**config.mk**
```make
export PLATFORM = sky130hd
export DESIGN_NAME = cvq_fault_qual
export DESIGN_NICKNAME = d
export VERILOG_FILES = /design/src/rtl/cvq_pkg.sv /design/src/rtl/cvq_tick_gen.sv /design/src/rtl/cvq_cell_cmp.sv /design/src/rtl/cvq_delay_timer.sv /design/src/rtl/cvq_fault_qual.sv
export SDC_FILE = /design/constraint.sdc
export NUM_CORES = 1
export LEC_CHECK = 0
export BUFFER_PORTS_ARGS = -buffer_cell sky130_fd_sc_hd__clkbuf_2
export CAP_MARGIN = 20
export CORE_UTILIZATION = 50
export CTS_CLUSTER_DIAMETER = 50
export DETAILED_ROUTE_END_ITERATION = 10
export GPL_TIMING_DRIVEN = 0
export PLACE_DENSITY = 0.86
export SLEW_MARGIN = 0
export SYNTH_ARGS = -nofsm -noshare
export SYNTH_HDL_FRONTEND = slang
export SYNTH_SLANG_ARGS = --single-unit
```
**constraint.sdc**
```tcl
create_clock -name clk -period 2.34 [get_ports clk]
set_input_delay 0.468 -clock clk [delete_from_list [all_inputs] [get_ports clk]]
set_output_delay 0.468 -clock clk [all_outputs]
set_load 0.02 [all_outputs]
```
**src/rtl/cvq_pkg.sv**
```systemverilog
package cvq_pkg;
  typedef struct packed {
    logic viol;
    logic rec;
  } cvq_cond_t;

  function automatic int cvq_max3(input int a, input int b, input int c);
    int m;
    m = (a > b) ? a : b;
    return (m > c) ? m : c;
  endfunction
endpackage

```
**src/rtl/cvq_tick_gen.sv**
```systemverilog
module cvq_tick_gen #(
  parameter int DIV = 200000
) (
  input  logic clk,
  input  logic rst_n,
  output logic tick
);
  generate
    if (DIV <= 1) begin : g_pass
      assign tick = 1'b1;
    end else begin : g_div
      localparam int TW = $clog2(DIV);
      localparam logic [TW-1:0] LAST = TW'(DIV - 1);
      logic [TW-1:0] cnt_q, cnt_d;

      always_comb begin
        if (cnt_q == LAST) cnt_d = '0;
        else               cnt_d = cnt_q + 1'b1;
      end

      always_ff @(posedge clk or negedge rst_n) begin
        if (!rst_n) cnt_q <= '0;
        else        cnt_q <= cnt_d;
      end

      assign tick = (cnt_q == LAST);
    end
  endgenerate
endmodule

```
**src/rtl/cvq_cell_cmp.sv**
```systemverilog
module cvq_cell_cmp
  import cvq_pkg::*;
#(
  parameter int CODE_W    = 13,
  parameter int MAX_CELLS = 16,
  parameter int NUM_CELLS = 16,
  parameter int OV_TH     = 4300,
  parameter int OV_REC    = 4200,
  parameter int UV_TH     = 2500,
  parameter int UV_REC    = 2600,
  parameter int FLOOR     = 500
) (
  input  logic [MAX_CELLS*CODE_W-1:0] cell_mv,
  output cvq_cond_t                   ov_c,
  output cvq_cond_t                   uv_c
);
  localparam logic [CODE_W-1:0] OV_TH_C  = CODE_W'(OV_TH);
  localparam logic [CODE_W-1:0] OV_REC_C = CODE_W'(OV_REC);
  localparam logic [CODE_W-1:0] UV_TH_C  = CODE_W'(UV_TH);
  localparam logic [CODE_W-1:0] UV_REC_C = CODE_W'(UV_REC);
  localparam logic [CODE_W-1:0] FLOOR_C  = CODE_W'(FLOOR);

  logic [MAX_CELLS-1:0] ov_hi, ov_ok, uv_lo, uv_ok;

  generate
    for (genvar i = 0; i < MAX_CELLS; i++) begin : g_cell
      if (i < NUM_CELLS) begin : g_on
        logic [CODE_W-1:0] v;
        logic              below_floor;
        assign v           = cell_mv[i*CODE_W +: CODE_W];
        assign below_floor = (v < FLOOR_C);
        assign ov_hi[i]    = (v > OV_TH_C);
        assign ov_ok[i]    = (v < OV_REC_C);
        assign uv_lo[i]    = !below_floor && (v < UV_TH_C);
        assign uv_ok[i]    = below_floor || (v > UV_REC_C);
      end else begin : g_off
        assign ov_hi[i] = 1'b0;
        assign ov_ok[i] = 1'b1;
        assign uv_lo[i] = 1'b0;
        assign uv_ok[i] = 1'b1;
      end
    end
  endgenerate

  assign ov_c.viol = |ov_hi;
  assign ov_c.rec  = &ov_ok;
  assign uv_c.viol = |uv_lo;
  assign uv_c.rec  = &uv_ok;
endmodule

```
**src/rtl/cvq_delay_timer.sv**
```systemverilog
module cvq_delay_timer #(
  parameter int CNT_W    = 12,
  parameter int NORM_DLY = 1000,
  parameter int TEST_DLY = 50
) (
  input  logic clk,
  input  logic rst_n,
  input  logic tick,
  input  logic test_mode,
  input  logic viol,
  input  logic rec,
  output logic flag
);
  localparam logic [CNT_W-1:0] NORM_C = CNT_W'(NORM_DLY);
  localparam logic [CNT_W-1:0] TEST_C = CNT_W'(TEST_DLY);

  logic [CNT_W-1:0] cnt_q, cnt_d, dly;
  logic [CNT_W:0]   cnt_inc;
  logic             flag_q, flag_d, step_en;

  assign dly     = test_mode ? TEST_C : NORM_C;
  assign cnt_inc = {1'b0, cnt_q} + 1'b1;
  assign step_en = viol && tick && !flag_q;

  always_comb begin
    cnt_d  = cnt_q;
    flag_d = flag_q;
    if (rec) begin
      cnt_d  = '0;
      flag_d = 1'b0;
    end else if (step_en) begin
      cnt_d = cnt_inc[CNT_W-1:0];
      if (cnt_inc >= {1'b0, dly}) flag_d = 1'b1;
    end
  end

  always_ff @(posedge clk or negedge rst_n) begin
    if (!rst_n) begin
      cnt_q  <= '0;
      flag_q <= 1'b0;
    end else begin
      cnt_q  <= cnt_d;
      flag_q <= flag_d;
    end
  end

  assign flag = flag_q;
endmodule

```
**src/rtl/cvq_fault_qual.sv**
```systemverilog
module cvq_fault_qual
  import cvq_pkg::*;
#(
  parameter int CODE_W       = 13,
  parameter int MAX_CELLS    = 16,
  parameter int NUM_CELLS    = 16,
  parameter int CLK_PER_TICK = 200000,
  parameter int OV_TH_MV     = 4325,
  parameter int OV_HYS_MV    = 100,
  parameter int UV_TH_MV     = 2250,
  parameter int UV_HYS_MV    = 100,
  parameter int UV_FLOOR_MV  = 500,
  parameter int OV_DLY_TICKS = 1000,
  parameter int UV_DLY_TICKS = 1000,
  parameter int TEST_DLY_TICKS = 50
) (
  input  logic                        clk,
  input  logic                        rst_n,
  input  logic                        sample_vld,
  input  logic [MAX_CELLS*CODE_W-1:0] cell_mv,
  input  logic                        test_mode,
  output logic                        ov_flag,
  output logic                        uv_flag
);
  localparam int MAX_DLY = cvq_max3(OV_DLY_TICKS, UV_DLY_TICKS, TEST_DLY_TICKS);
  localparam int CNT_W   = $clog2(MAX_DLY + 1);

  cvq_cond_t ov_c, uv_c;
  logic      tick;
  logic      ov_viol_q, ov_rec_q, uv_viol_q, uv_rec_q;
  logic      ov_viol_d, ov_rec_d, uv_viol_d, uv_rec_d;

  cvq_tick_gen #(.DIV(CLK_PER_TICK)) u_tick (
    .clk(clk), .rst_n(rst_n), .tick(tick)
  );

  cvq_cell_cmp #(
    .CODE_W(CODE_W), .MAX_CELLS(MAX_CELLS), .NUM_CELLS(NUM_CELLS),
    .OV_TH(OV_TH_MV), .OV_REC(OV_TH_MV - OV_HYS_MV),
    .UV_TH(UV_TH_MV), .UV_REC(UV_TH_MV + UV_HYS_MV),
    .FLOOR(UV_FLOOR_MV)
  ) u_cmp (
    .cell_mv(cell_mv), .ov_c(ov_c), .uv_c(uv_c)
  );

  always_comb begin
    ov_viol_d = ov_viol_q;
    ov_rec_d  = ov_rec_q;
    uv_viol_d = uv_viol_q;
    uv_rec_d  = uv_rec_q;
    if (sample_vld) begin
      ov_viol_d = ov_c.viol;
      ov_rec_d  = ov_c.rec;
      uv_viol_d = uv_c.viol;
      uv_rec_d  = uv_c.rec;
    end
  end

  always_ff @(posedge clk or negedge rst_n) begin
    if (!rst_n) begin
      ov_viol_q <= 1'b0;
      ov_rec_q  <= 1'b0;
      uv_viol_q <= 1'b0;
      uv_rec_q  <= 1'b0;
    end else begin
      ov_viol_q <= ov_viol_d;
      ov_rec_q  <= ov_rec_d;
      uv_viol_q <= uv_viol_d;
      uv_rec_q  <= uv_rec_d;
    end
  end

  cvq_delay_timer #(
    .CNT_W(CNT_W), .NORM_DLY(OV_DLY_TICKS), .TEST_DLY(TEST_DLY_TICKS)
  ) u_ov_tmr (
    .clk(clk), .rst_n(rst_n), .tick(tick), .test_mode(test_mode),
    .viol(ov_viol_q), .rec(ov_rec_q), .flag(ov_flag)
  );

  cvq_delay_timer #(
    .CNT_W(CNT_W), .NORM_DLY(UV_DLY_TICKS), .TEST_DLY(TEST_DLY_TICKS)
  ) u_uv_tmr (
    .clk(clk), .rst_n(rst_n), .tick(tick), .test_mode(test_mode),
    .viol(uv_viol_q), .rec(uv_rec_q), .flag(uv_flag)
  );
endmodule

```
After elaboration in Yosys (flattened, before gate mapping)
Index checks and enable logic that the tools add are counted.
W data, S select, Z words.
Word-level totals
  bits of input ports: 212
  flip-flop bits (word level): 44
  output and inout port bits: 2
  logic and storage cells: 171
Operators by class
  multiplexer cells: 12
  reductions and logical operators: 64
  eq/ne operators: 1
  $add $sub $neg: 3
  order comparisons: 82
Operator list (count)
  $gt A13 B12 Y1 const B: 16
  $gt A13 B13 Y1 const B: 16
  $lt A13 B12 Y1 const B: 16
  $lt A13 B13 Y1 const B: 16
  $lt A13 B9 Y1 const B: 16
  $mux W10: 5
  $reduce_and A16 Y1: 2
  $reduce_or A16 Y1: 2
  $add A10 B1 Y11 const B: 2
  $ge A11 B10 Y1: 2
  $logic_and A1 B1 Y1: 20
  $add A18 B1 Y18 const B: 1
  $eq A18 B18 Y1 const B: 1
  $logic_not A1 Y1: 18
  $mux W18: 1
  $logic_or A1 B1 Y1: 16
  $reduce_bool A2 Y1: 4
  $mux W1: 6
  $reduce_and A2 Y1: 2

Logic depth before layout (Yosys ltp)
Gate-level depths: netlist of the first run.
  depth after elaboration: 5
  gate-level depth with buffers: 9
  depth with buffers taken out: 9

By module
From an unflattened synthesis of the first run, not the netlist that was laid out.
Unflattened totals
  cells, all modules: 721
  area, all modules: 5163.7 um2
Modules (own cells, without submodules)
  cvq_cell_cmp: area each 2542.4 um2, instances 1, sequential area each 0.0 um2, cells an instance 448
  cvq_delay_timer: area each 802.0 um2, instances 2, sequential area each 275.3 um2, cells an instance 90
  cvq_tick_gen: area each 872.1 um2, instances 1, sequential area each 450.4 um2, cells an instance 85
  cvq_fault_qual: area each 145.1 um2, instances 1, sequential area each 100.1 um2, cells an instance 8

Worst setup path before layout of the first run
Ideal clock, no wire load.
  path type: register to register
  start point: reg u_ov_tmr.cnt_q[0]
  end point: reg u_ov_tmr.flag_q, in the netlist u_ov_tmr.flag
  arrival time: 1.995 ns
  path buffers: 0
  setup time: 0.138 ns
  period minus slack after synthesis: 2.132 ns
  cell stages (with the launch flop): 10
  slack: 0.208 ns
  required time: 2.202 ns
  path through: dfrtp_1 -> ha_1 -> nand3_1 -> nor2_1 -> and3_1 -> xor2_1 -> ha_1 -> a21o_1 -> a211oi_1 -> a311oi_1
On the way
  word-level cells in the longest chain between the ends: 4
RTL lines
  start: declaration: RTL line cvq_delay_timer.sv:17  | logic [CNT_W-1:0] cnt_q, cnt_d, dly;
  start signal: assignment: RTL line cvq_delay_timer.sv:42  | cnt_q <= cnt_d;
  $add A10 B1 Y11: RTL line cvq_delay_timer.sv:22  | assign cnt_inc = {1'b0, cnt_q} + 1'b1;
  $ge A11 B10 Y1: RTL line cvq_delay_timer.sv:33  | if (cnt_inc >= {1'b0, dly}) flag_d = 1'b1;
  $reduce_bool A2 Y1 (no line)
  $reduce_and A2 Y1 (no line)
  end signal: assignment: RTL line cvq_delay_timer.sv:43  | flag_q <= flag_d;
  end: declaration: RTL line cvq_delay_timer.sv:19  | logic flag_q, flag_d, step_en;
Every way passes these cells.
A chain may end at the register's enable or synchronous reset.

Final worst setup path of the first run
  start point: reg u_uv_tmr.cnt_q[0]
  end point: reg u_uv_tmr.flag_q, in the netlist u_uv_tmr.flag
On the way
  word-level cells in the longest chain between the ends: 4
RTL lines (RTL line)
  start: declaration: cvq_delay_timer.sv:17
  start signal: assignment: cvq_delay_timer.sv:42
  $add A10 B1 Y11: cvq_delay_timer.sv:22
  $ge A11 B10 Y1: cvq_delay_timer.sv:33
  $reduce_bool A2 Y1 (no line)
  $reduce_and A2 Y1 (no line)
  end signal: assignment: cvq_delay_timer.sv:43
  end: declaration: cvq_delay_timer.sv:19
Every way passes these cells.

==> results of run 1 <==
==> cells in the final DEF, fill, tap and decap left out, types with 4 or more instances in the layout <==
cell type	n
a31oi_1	6
o21ai_1	11
o21ai_0	38
mux2i_1	4
inv_1	22
o32ai_1	4
o21a_1	6
nand2_1	72
o211ai_1	19
buf_4	5
and3_1	10
xnor2_1	22
o22ai_1	7
o2111ai_1	6
nor2_1	83
ha_1	15
clkbuf_8	5
a211o_1	5
dfrtp_1	44
nand3_1	45
a32oi_1	4
nor2b_1	6
o31ai_1	9
xor2_1	24
a211oi_1	25
a22oi_1	6
clkbuf_2	213
nor4_1	16
nor3_1	27
o41ai_1	15
or3_1	11
nand4_1	11
a21oi_1	35
==> sequential cells by signal, summed over array words and instances (netlist names) <==
name and count:
u_uv_tmr.flag 1, u_tick.g_div.cnt_q 18, uv_rec_q 1, u_uv_tmr.cnt_q 10, ov_rec_q 1, u_ov_tmr.cnt_q 10
u_ov_tmr.flag 1, ov_viol_q 1, uv_viol_q 1
==> logic make-up after synthesis <==
family / after synthesis / share of synthesized area [%]
adders and majority gates: 17 / 4.20
xor gates and xnor gates: 46 / 7.96
AOI/OAI and AO/OA: 232 / 32.1
and+or+nand+nor: 319 / 31.2
DFF: 44 / 21.8
muxes: 4 / 0.791
buffers and inverters: 26 / 1.98
==> worst max-delay path by stage <==
stage	to
global placement	ov_viol_q
floorplan	u_ov_tmr.flag
finish	u_uv_tmr.flag
CTS	u_ov_tmr.flag
global route	u_uv_tmr.flag
detailed placement	uv_rec_q
==> metal layers <==
layer	vias to the layer above	GRT usage, %	share of wire [%]
met2	320	55.1	49
met3	39	5.97	8.1
met4	0	8.13	2.1
met5	-	0	0
li1	3155	-	-
met1	2968	39.4	41
==> metrics by stage <==
step	setup slack [ns]	hold WS (ns)	setup TNS (ns)
floorplan	0.208	0.172	0
global placement	-0.138	0.480	-0.260
detailed placement	-0.0683	0.487	-0.180
CTS	0.00653	0.388	0
global route	-0.0395	0.00876	-0.0417
finish	0.0555	0.00629	0
==> critical path, cell delays in order (launching register included) <==
cell       delay (ns)
dfrtp_1          0.38
buf_4            0.13
nand3_1          0.15
nor2_2           0.22
and3_1           0.27
nand3_1          0.11
xnor2_1          0.15
ha_1             0.31
o2111ai_1        0.15
a311oi_1         0.30
==> cell type report <==
type | count | area [um^2]
Sequential cell | 44 | 1100
Multi-Input combinational cell | 618 | 3890
Timing Repair Buffer | 219 | 1120
Inverter | 22 | 82.6
Buffer | 4 | 17.5
Tap cell | 133 | 166
Clock buffer | 6 | 72.6
Clock inverter | 1 | 5.00
Fill cell | 876 | 3310
==> what timing repair did <==
action / in CTS / in global routing
buffers inserted: 3 / 2
pin swaps: 0 / 1
resized for setup: 2 / 8
endpoints found under the setup margin: 2 / 3
hold buffers: 0 / 0
==> power by group through the flow <==
stage                     clock [uW]  sequential [uW]  combinational (uW)
after detailed placement           0              776                 626
after global routing             488              761                 709
final                            448              761                 645
after global placement             0              776                 618
after floorplan                    0              776                 233
after CTS                        459              761                 629
==> flow_metrics.py, run 1 <==
metrics = {
    "critical_path": {
        "r2r_end": "u_uv_tmr.flag",
        "worst_ep_required_time_ns": 2.54,
        "start_kind": "flop",
        "crit_path_end_kind": "flop",
        "critPathKind": "reg -> reg",
        "worstReg2RegStart": "u_uv_tmr.cnt_q[0]",
        "ff2ff_setup_slack_ns": 0.06,
        "crit_fanout": 4,
        "crit_path_start": "u_uv_tmr.cnt_q[0]",
        "r2r_cells": 9,
        "worst-endpoint-arrival_ns": 2.48,
    },
    "power": {
        "finalPower_uw": 1850,
        "p_clk_share_pct": 24.1,
        "switchingPower_uw": 623,
        "peakVddDrop_v": 0.000209,
        "p_seq_share_pct": 41.1,
        "p_sw_share_pct": 33.6,
        "pwr-share-comb_pct": 34.8,
        "p_leak_uw": 0.00293,
        "power.density_nw_per_um2": 287,
        "cell_internal_pwr_uw": 1230,
    },
    "synthesis": {
        "synth_seq_area_share_pct": 21.8,
        "synth_warnings": 0,
        "netlist_top_cells_area": "dfrtp_1 22%, nor2_1 6.4%, nand2_1 5.3%",
        "syn_inst": 688,
        "ys_ff_latch": 44,
        "synth.avg_cell_area_um2": 7.35,
        "yosys-top-cells-count": "86 x nor2_1, 72 x nand2_1, 46 x nand3_1, 44 x dfrtp_1, 38 x o21ai_0",
        "synth_top_area_share_pct": 21.8,
        "syn_area_um2": 5060,
        "synthDistinctLibCells": 64,
        "yosysMostFrequentCell": "nor2_1",
        "ys_async_sr_fraction_pct": 100,
        "synth_edf_count": 0,
        "syn_nets": 917,
        "ys.flop_type": "dfrtp_1",
        "synth_top_area_cell": "dfrtp_1",
    },
    "clock_network": {
        "cts_buffers": 5,
        "cts_max_path_buffers": 2,
        "clock-sinks": 44,
        "clk_latency_ns": 0.30,
        "root_buffer": "clkbuf_8",
        "clk_pin_slew_ns": 0.08,
        "cts_tree": "yes",
        "cts_max_level": 2,
    },
    "timing": {
        "fin_crit_sh_pct": 97.6,
        "rsz0062_at_grt": "yes",
        "fmax_mhz": 438,
        "tightest_slew_ns": 0.664,
        "fin_crit_ns": 2.28,
        "drv_slew": 0,
        "finalSetupViolCount": 0,
        "finClkSkew_ns": 0.00530,
        "slew_headroom_pct": 54.6,
        "final-hold-violation-count": 0,
    },
    "grt": {
        "antenna_found_initial": 0,
        "grt_start_max_net_pins": 45,
        "grt_pass1_vias": 5826,
        "gr-total-overflow": 0,
        "grt_use_total_pct": 31.4,
        "grt_pass1_wl_um": 26200,
    },
    "final_layout": {
        "stdcell_area_um2": 6460,
        "fin_cells": 1047,
        "final_nets": 1143,
        "utilization_pct": 66.1,
        "drive_gt1_share_pct": 26.4,
        "area_delta_synth_final_pct": 27.7,
        "insertedDiodeCount": 0,
    },
    "placed_design": {
        "gp_congestion": 0.975,
        "placed_cell_area_um2": 6290,
        "dp_hpwl_um": 13900,
        "portBuffers": 213,
        "dp_cells": 1034,
    },
    "drt": {
        "ant_nets": 0,
        "drt_pre_antenna_iters": 5,
        "wl_um": 17000,
        "vias_per_cell": 6.19,
        "drt_iter0_drc": 373,
        "wl_per_cell_um": 16.2,
        "num_vias": 6482,
        "drc": 0,
    },
    "floorplan": {
        "die_area_um2": 10500,
        "die_w_um": 103,
        "pin_count": 214,
        "core_area_um2": 9770,
        "die_height_um": 103,
        "rows": 36,
        "start_util_pct": 51.8,
    },
    "job": {
        "maxCapViolCount": 0,
    },
    "status": {
        "status": "finished clean",
    },
    "hold_path": {
        "hold_path_class": "in -> async",
    },
}
(Power assumes the default switching activity.)
==> inputs of run 2 (changes only) <==
--- a/config.mk
+++ b/config.mk
@@ -7,11 +7,11 @@
 export LEC_CHECK = 0
 export BUFFER_PORTS_ARGS = -buffer_cell sky130_fd_sc_hd__clkbuf_2
 export CAP_MARGIN = 20
-export CORE_UTILIZATION = 50
+export CORE_UTILIZATION = 36
 export CTS_CLUSTER_DIAMETER = 50
 export DETAILED_ROUTE_END_ITERATION = 10
 export GPL_TIMING_DRIVEN = 0
-export PLACE_DENSITY = 0.86
+export PLACE_DENSITY = 0.66
 export SLEW_MARGIN = 0
 export SYNTH_ARGS = -nofsm -noshare
 export SYNTH_HDL_FRONTEND = slang
==> run 2 against run 1 <==
Routed wire length increased by 4.1%. Total power increased by 14%. Count of clock-buffer cells in the layout unchanged. Worst setup slack improved by 0.092 ns. Critical path depth unchanged. Combinational power decreased by 0.6%. Highest routed layer unchanged. Flip-flop and latch count unchanged. Die area increased by 38%.
==> flow_metrics.py, run 2 (synthesis results as in run 1) <==
metrics = {
    "power": {
        "cell_internal_pwr_uw": 1450,
        "p_leak_uw": 0.00296,
        "peakVddDrop_v": 0.000272,
        "finalPower_uw": 2110,
        "switchingPower_uw": 666,
        "power.density_nw_per_um2": 321,
        "p_clk_share_pct": 33.6,
        "p_seq_share_pct": 36.1,
        "pwr-share-comb_pct": 30.3,
        "p_sw_share_pct": 31.5,
    },
    "hold_path": {
        "hold_path_class": "in -> async",
    },
    "timing": {
        "fmax_mhz": 456,
        "layout_setup_ws_ns": 0.147,
        "hold_slack_ns": 0.122,
        "tightest_slew_ns": 0.652,
        "fin_crit_sh_pct": 93.7,
        "finClkSkew_ns": 0.00513,
        "slew_headroom_pct": 55.4,
        "fin_crit_ns": 2.19,
        "finalSetupViolCount": 0,
        "final-hold-violation-count": 0,
        "setup_tns_ns": 0,
        "drv_slew": 0,
        "rsz0062_at_grt": "no",
    },
    "critical_path": {
        "start_kind": "flop",
        "worst_ep_required_time_ns": 2.49,
        "ff2ff_setup_slack_ns": 0.15,
        "critPathSlowestCell": "dfrtp_1",
        "cpLargestDelayFamily": "compound AO/OA/AOI/OAI gates",
        "crit_chain": "ha_2 -> nand3_2 -> nor2_2 -> and3_4 -> xor2_1 -> ha_1 -> a21o_1 -> a211oi_1 -> a311oi_1",
        "crit_path_end_kind": "flop",
        "crit_fanout": 4,
        "worst-path-buf-inv": 0,
        "worst-endpoint-arrival_ns": 2.34,
        "critPathKind": "reg -> reg",
        "slowest_delay_ns": 0.40,
    },
    "grt": {
        "grt_start_max_net_pins": 30,
        "grt_use_total_pct": 24.1,
        "grt_pass1_vias": 5803,
        "gr-total-overflow": 0,
        "grt_pass1_wl_um": 28200,
        "antenna_found_initial": 0,
    },
    "clock_network": {
        "clock-sinks": 44,
        "clk_latency_ns": 0.28,
        "cts_max_level": 2,
        "ctsHoldBuffers": 0,
        "clk_pin_slew_ns": 0.06,
        "root_buffer": "clkbuf_16",
        "cts_buffers": 5,
        "cts_tree": "yes",
        "cts_max_path_buffers": 2,
    },
    "placed_design": {
        "dp_hpwl_um": 15000,
        "placed_cell_area_um2": 6370,
        "place_ws_ns": -0.0185,
        "portBuffers": 213,
        "gp_congestion": 0.923,
    },
    "drt": {
        "drt_pre_antenna_iters": 6,
        "num_vias": 6341,
        "wl_um": 17700,
        "drc": 0,
        "wl_per_cell_um": 16.2,
        "drt_iter0_drc": 396,
        "ant_nets": 0,
        "vias_per_cell": 5.83,
    },
    "final_layout": {
        "insertedDiodeCount": 0,
        "regMostFlops": "u_tick.g_div.cnt_q",
        "final_common_cell": "clkbuf_2",
        "drive_gt1_share_pct": 26.5,
        "most-common-layout-cells": "213 x clkbuf_2, 84 x nor2_1, 72 x nand2_1, 44 x dfrtp_1, 43 x nand3_1",
        "stdcell_area_um2": 6590,
        "largest_reg_flops": 18,
        "top_regs": "u_tick.g_div.cnt_q (18), u_ov_tmr.cnt_q (10), u_uv_tmr.cnt_q (10)",
        "area_delta_synth_final_pct": 30.2,
        "final_nets": 1140,
    },
    "floorplan": {
        "start_util_pct": 37.6,
        "die_w_um": 121,
        "rows": 42,
        "die_height_um": 121,
        "pin_count": 214,
        "core_area_um2": 13500,
        "die_area_um2": 14500,
    },
    "status": {
        "status": "finished clean",
    },
    "job": {
        "maxCapViolCount": 0,
    },
}
==> run 2: cell count changes in the layout (fill, tap and decap cells not counted), moves of 2 or more <==
cell / change
buf_4: -3
nand3_2: +2
nand3_1: -2
clkbuf_8: -4
clkbuf_16: +5
==> run 2: area by class of cell <==
type,count,area [um^2]
Clock buffer,6,139
Clock inverter,2,10.0
Sequential cell,44,1100
Tap cell,176,220
Inverter,22,82.6
Timing Repair Buffer,216,1100
Fill cell,1441,6870
Buffer,4,20.0
Multi-Input combinational cell,618,3910
==> run 2: worst reg2reg max path: cells and delay by family, from the launching register on <==
kind / cells / cell delay (ns)
AOI/OAI and AO/OA: 3 / 0.54
and+or+nand+nor: 3 / 0.48
adders and majority gates: 2 / 0.49
xor gates and xnor gates: 1 / 0.15
DFF: 1 / 0.40
==> run 2: layer usage <==
metal  vias up  track usage (%)  wire, um
met5         -                0         0
met4         0             5.09       323
met3        19             3.54      1180
met2       270             40.6      8230
met1      2903             32.7      7920
li1       3149                -         -
==> run 2: path summary, 6_finish.rpt <==
kind                       cells past startpoint                     to             startpoint
min                                            1      u_uv_tmr.cnt_q[7]                  rst_n
max in group asynchronous                      2               ov_rec_q                  rst_n
max reg2reg                                    9          u_ov_tmr.flag      u_ov_tmr.cnt_q[0]
max                                            9          u_ov_tmr.flag      u_ov_tmr.cnt_q[0]
min reg2reg                                    1  u_tick.g_div.cnt_q[0]  u_tick.g_div.cnt_q[0]
min in group clk                               3              ov_viol_q             sample_vld
==> run 2: power groups by stage <==
stage          logic, uW  clock network [uW]  registers (uW)
6_report             641                 711             762
5_1_grt              712                 752             762
4_1_cts              635                 724             762
3_5_place_dp         633                   0             776
3_3_place_gp         627                   0             776
2_1_floorplan        233                   0             776
==> run 2: metrics by stage <==
step                instances  utilization, %
floorplan                 688               -
global placement         1077            47.2
detailed placement       1078            47.3
CTS                      1086            48.5
global route             1088            49.0
finish                   1088            49.0
==> run 2: repair_timing <==
action	in CTS	in global routing
endpoints found under the setup margin	2	5
pin swaps	0	2
hold endpoints to repair	0	0
gates resized for setup	2	11
setup buffers	0	2
==> inputs of run 3 (changes only) <==
--- a/config.mk
+++ b/config.mk
@@ -9,9 +9,11 @@
 export CAP_MARGIN = 20
 export CORE_UTILIZATION = 36
 export CTS_CLUSTER_DIAMETER = 50
+export CTS_CLUSTER_SIZE = 12
 export DETAILED_ROUTE_END_ITERATION = 10
 export GPL_TIMING_DRIVEN = 0
 export PLACE_DENSITY = 0.66
+export REMOVE_ABC_BUFFERS = 1
 export SLEW_MARGIN = 0
 export SYNTH_ARGS = -nofsm -noshare
 export SYNTH_HDL_FRONTEND = slang
==> run 3 against run 2 <==
Routed wire length down 0.50%. Sequential share of layout area decreased by 0.051 points. Global-route usage about the same. Die area stayed put. Sequential power hardly changed. Via count fell by 0.80%. Non-clock buffer count is the same. Clock skew about the same. Maximum frequency rose by 0.13%. Clock power fell by 0.6%. Cell area grew 0.42%. Cell count unchanged.
==> flow_metrics.py, run 3 (synthesis results as in run 1) <==
metrics = {
    "status": {
        "status": "finished clean",
    },
    "final_layout": {
        "final_nets": 1140,
        "regMostFlops": "u_tick.g_div.cnt_q",
        "most-common-layout-cells": "213 x clkbuf_2, 83 x nor2_1, 72 x nand2_1, 44 x nand3_1, 43 x dfrtp_1",
        "insertedDiodeCount": 0,
        "drive_gt1_share_pct": 26.9,
        "largest_reg_flops": 18,
        "final_common_cell": "clkbuf_2",
        "utilization_pct": 49.2,
        "area_delta_synth_final_pct": 30.7,
        "top_regs": "u_tick.g_div.cnt_q (18), u_ov_tmr.cnt_q (10), u_uv_tmr.cnt_q (10)",
    },
    "floorplan": {
        "rows": 42,
        "pin_count": 214,
        "core_area_um2": 13500,
        "die_w_um": 121,
        "die_height_um": 121,
        "start_util_pct": 37.6,
        "die_area_um2": 14500,
    },
    "placed_design": {
        "gp_congestion": 0.940,
        "dp_hpwl_um": 14900,
        "portBuffers": 213,
    },
    "job": {
        "maxCapViolCount": 0,
    },
    "grt": {
        "antenna_found_initial": 0,
        "grt_pass1_vias": 5822,
        "gr-usage-met1_pct": 29.5,
        "busiest_layer": "met2",
        "grt_use_total_pct": 24.1,
        "gr-total-overflow": 0,
        "met3_usage_pct": 4.48,
        "grt_pass1_wl_um": 28200,
        "grt_start_max_net_pins": 25,
        "use_met2_pct": 43.2,
    },
    "clock_network": {
        "clk_pin_slew_ns": 0.06,
        "root_buffer": "clkbuf_16",
        "cts_tree": "yes",
        "cts_buffers": 5,
        "cts_max_path_buffers": 2,
        "cts_max_level": 2,
        "clk_latency_ns": 0.28,
        "clock-sinks": 44,
    },
    "timing": {
        "tightest_slew_ns": 0.660,
        "rsz0062_at_grt": "no",
        "fin_crit_ns": 2.19,
        "setup_tns_ns": 0,
        "finalSetupViolCount": 0,
        "fin_crit_sh_pct": 93.6,
        "drv_slew": 0,
        "slew_headroom_pct": 55.4,
        "finClkSkew_ns": 0.00521,
        "fmax_mhz": 457,
        "final-hold-violation-count": 0,
    },
    "drt": {
        "wl_per_cell_um": 16.1,
        "drc": 0,
        "num_vias": 6290,
        "drt_iter0_drc": 487,
        "wl_um": 17600,
        "ant_nets": 0,
        "drt_pre_antenna_iters": 5,
        "vias_per_cell": 5.78,
    },
    "power": {
        "p_clk_share_pct": 33.4,
        "finalPower_uw": 2110,
        "pwr-share-comb_pct": 30.4,
        "p_seq_share_pct": 36.1,
        "peakVddDrop_v": 0.000256,
        "power.density_nw_per_um2": 320,
        "p_leak_uw": 0.00297,
        "cell_internal_pwr_uw": 1450,
        "switchingPower_uw": 665,
        "p_sw_share_pct": 31.5,
    },
    "critical_path": {
        "critPathKind": "reg -> reg",
        "worst_ep_required_time_ns": 2.49,
        "crit_fanout": 4,
        "crit_path_end_kind": "flop",
        "worst-endpoint-arrival_ns": 2.34,
        "start_kind": "flop",
    },
    "hold_path": {
        "hold_path_class": "in -> async",
    },
}
run 3: repair_timing:
action | 4_1_cts | 5_1_grt
hold buffers | 0 | 0
setup endpoints to repair | 19 | 20
gates resized for setup | 4 | 11
setup buffers | 0 | 6
pin swaps | 0 | 4
run 3: critical path, cell delays in order (launching register included):
cell	delay, ns
dfrtp_1	0.41
ha_2	0.23
nand3_2	0.10
nor2_2	0.16
and3_4	0.22
xor2_1	0.16
ha_1	0.26
a21o_1	0.19
a211oi_2	0.22
a311oi_1	0.11
run 3: final timing paths:
path / start / endpoint / slack [ns] / cells past startpoint
worst max register to register: u_uv_tmr.cnt_q[0] / u_uv_tmr.flag / 0.15 / 9
worst min register to register: u_tick.g_div.cnt_q[0] / u_tick.g_div.cnt_q[0] / 0.48 / 1
min in group clk: u_tick.g_div.cnt_q[0] / u_tick.g_div.cnt_q[0] / 0.48 / 1
worst min-delay path: rst_n / u_uv_tmr.cnt_q[2] / 0.16 / 1
max in group asynchronous: rst_n / u_tick.g_div.cnt_q[16] / 1.65 / 2
worst max-delay path: u_uv_tmr.cnt_q[0] / u_uv_tmr.flag / 0.15 / 9
run 3: per-stage QoR:
step | area (um^2) | instances | setup WS, ns | hold WS, ns
floorplan | 5040 | 684 | 0.208 | 0.172
global placement | 6330 | 1073 | -0.116 | 0.473
detailed placement | 6350 | 1074 | -0.217 | 0.480
CTS | 6520 | 1082 | 0.00735 | 0.180
global route | 6610 | 1088 | 0.0129 | 0.211
finish | 6610 | 1088 | 0.150 | 0.163
run 3: final cells by class:
type,count,area [um^2]
fill,1391,6840
multi-input combinational,618,3930
timing repair buffer,220,1130
sequential,44,1100
tap,176,220
clock buffer,6,139
inverter,22,82.6
clock inverter,2,10.0
run 3: power by group through the flow:
stage / Combinational (uW) / Sequential (uW) / Clock [uW]
4_1_cts: 639 / 763 / 719
3_5_place_dp: 636 / 777 / 0
3_3_place_gp: 630 / 777 / 0
2_1_floorplan: 232 / 777 / 0
6_report: 643 / 763 / 707
5_1_grt: 711 / 763 / 756
run 3: per-layer routing:
metal  vias up  wire, um  part of all wire, %
met5         -         0                    0
met4         0       370                  2.1
met3        26      1160                  6.6
met2       215      8690                   49
met1      2904      7350                   42
li1       3145         -                    -
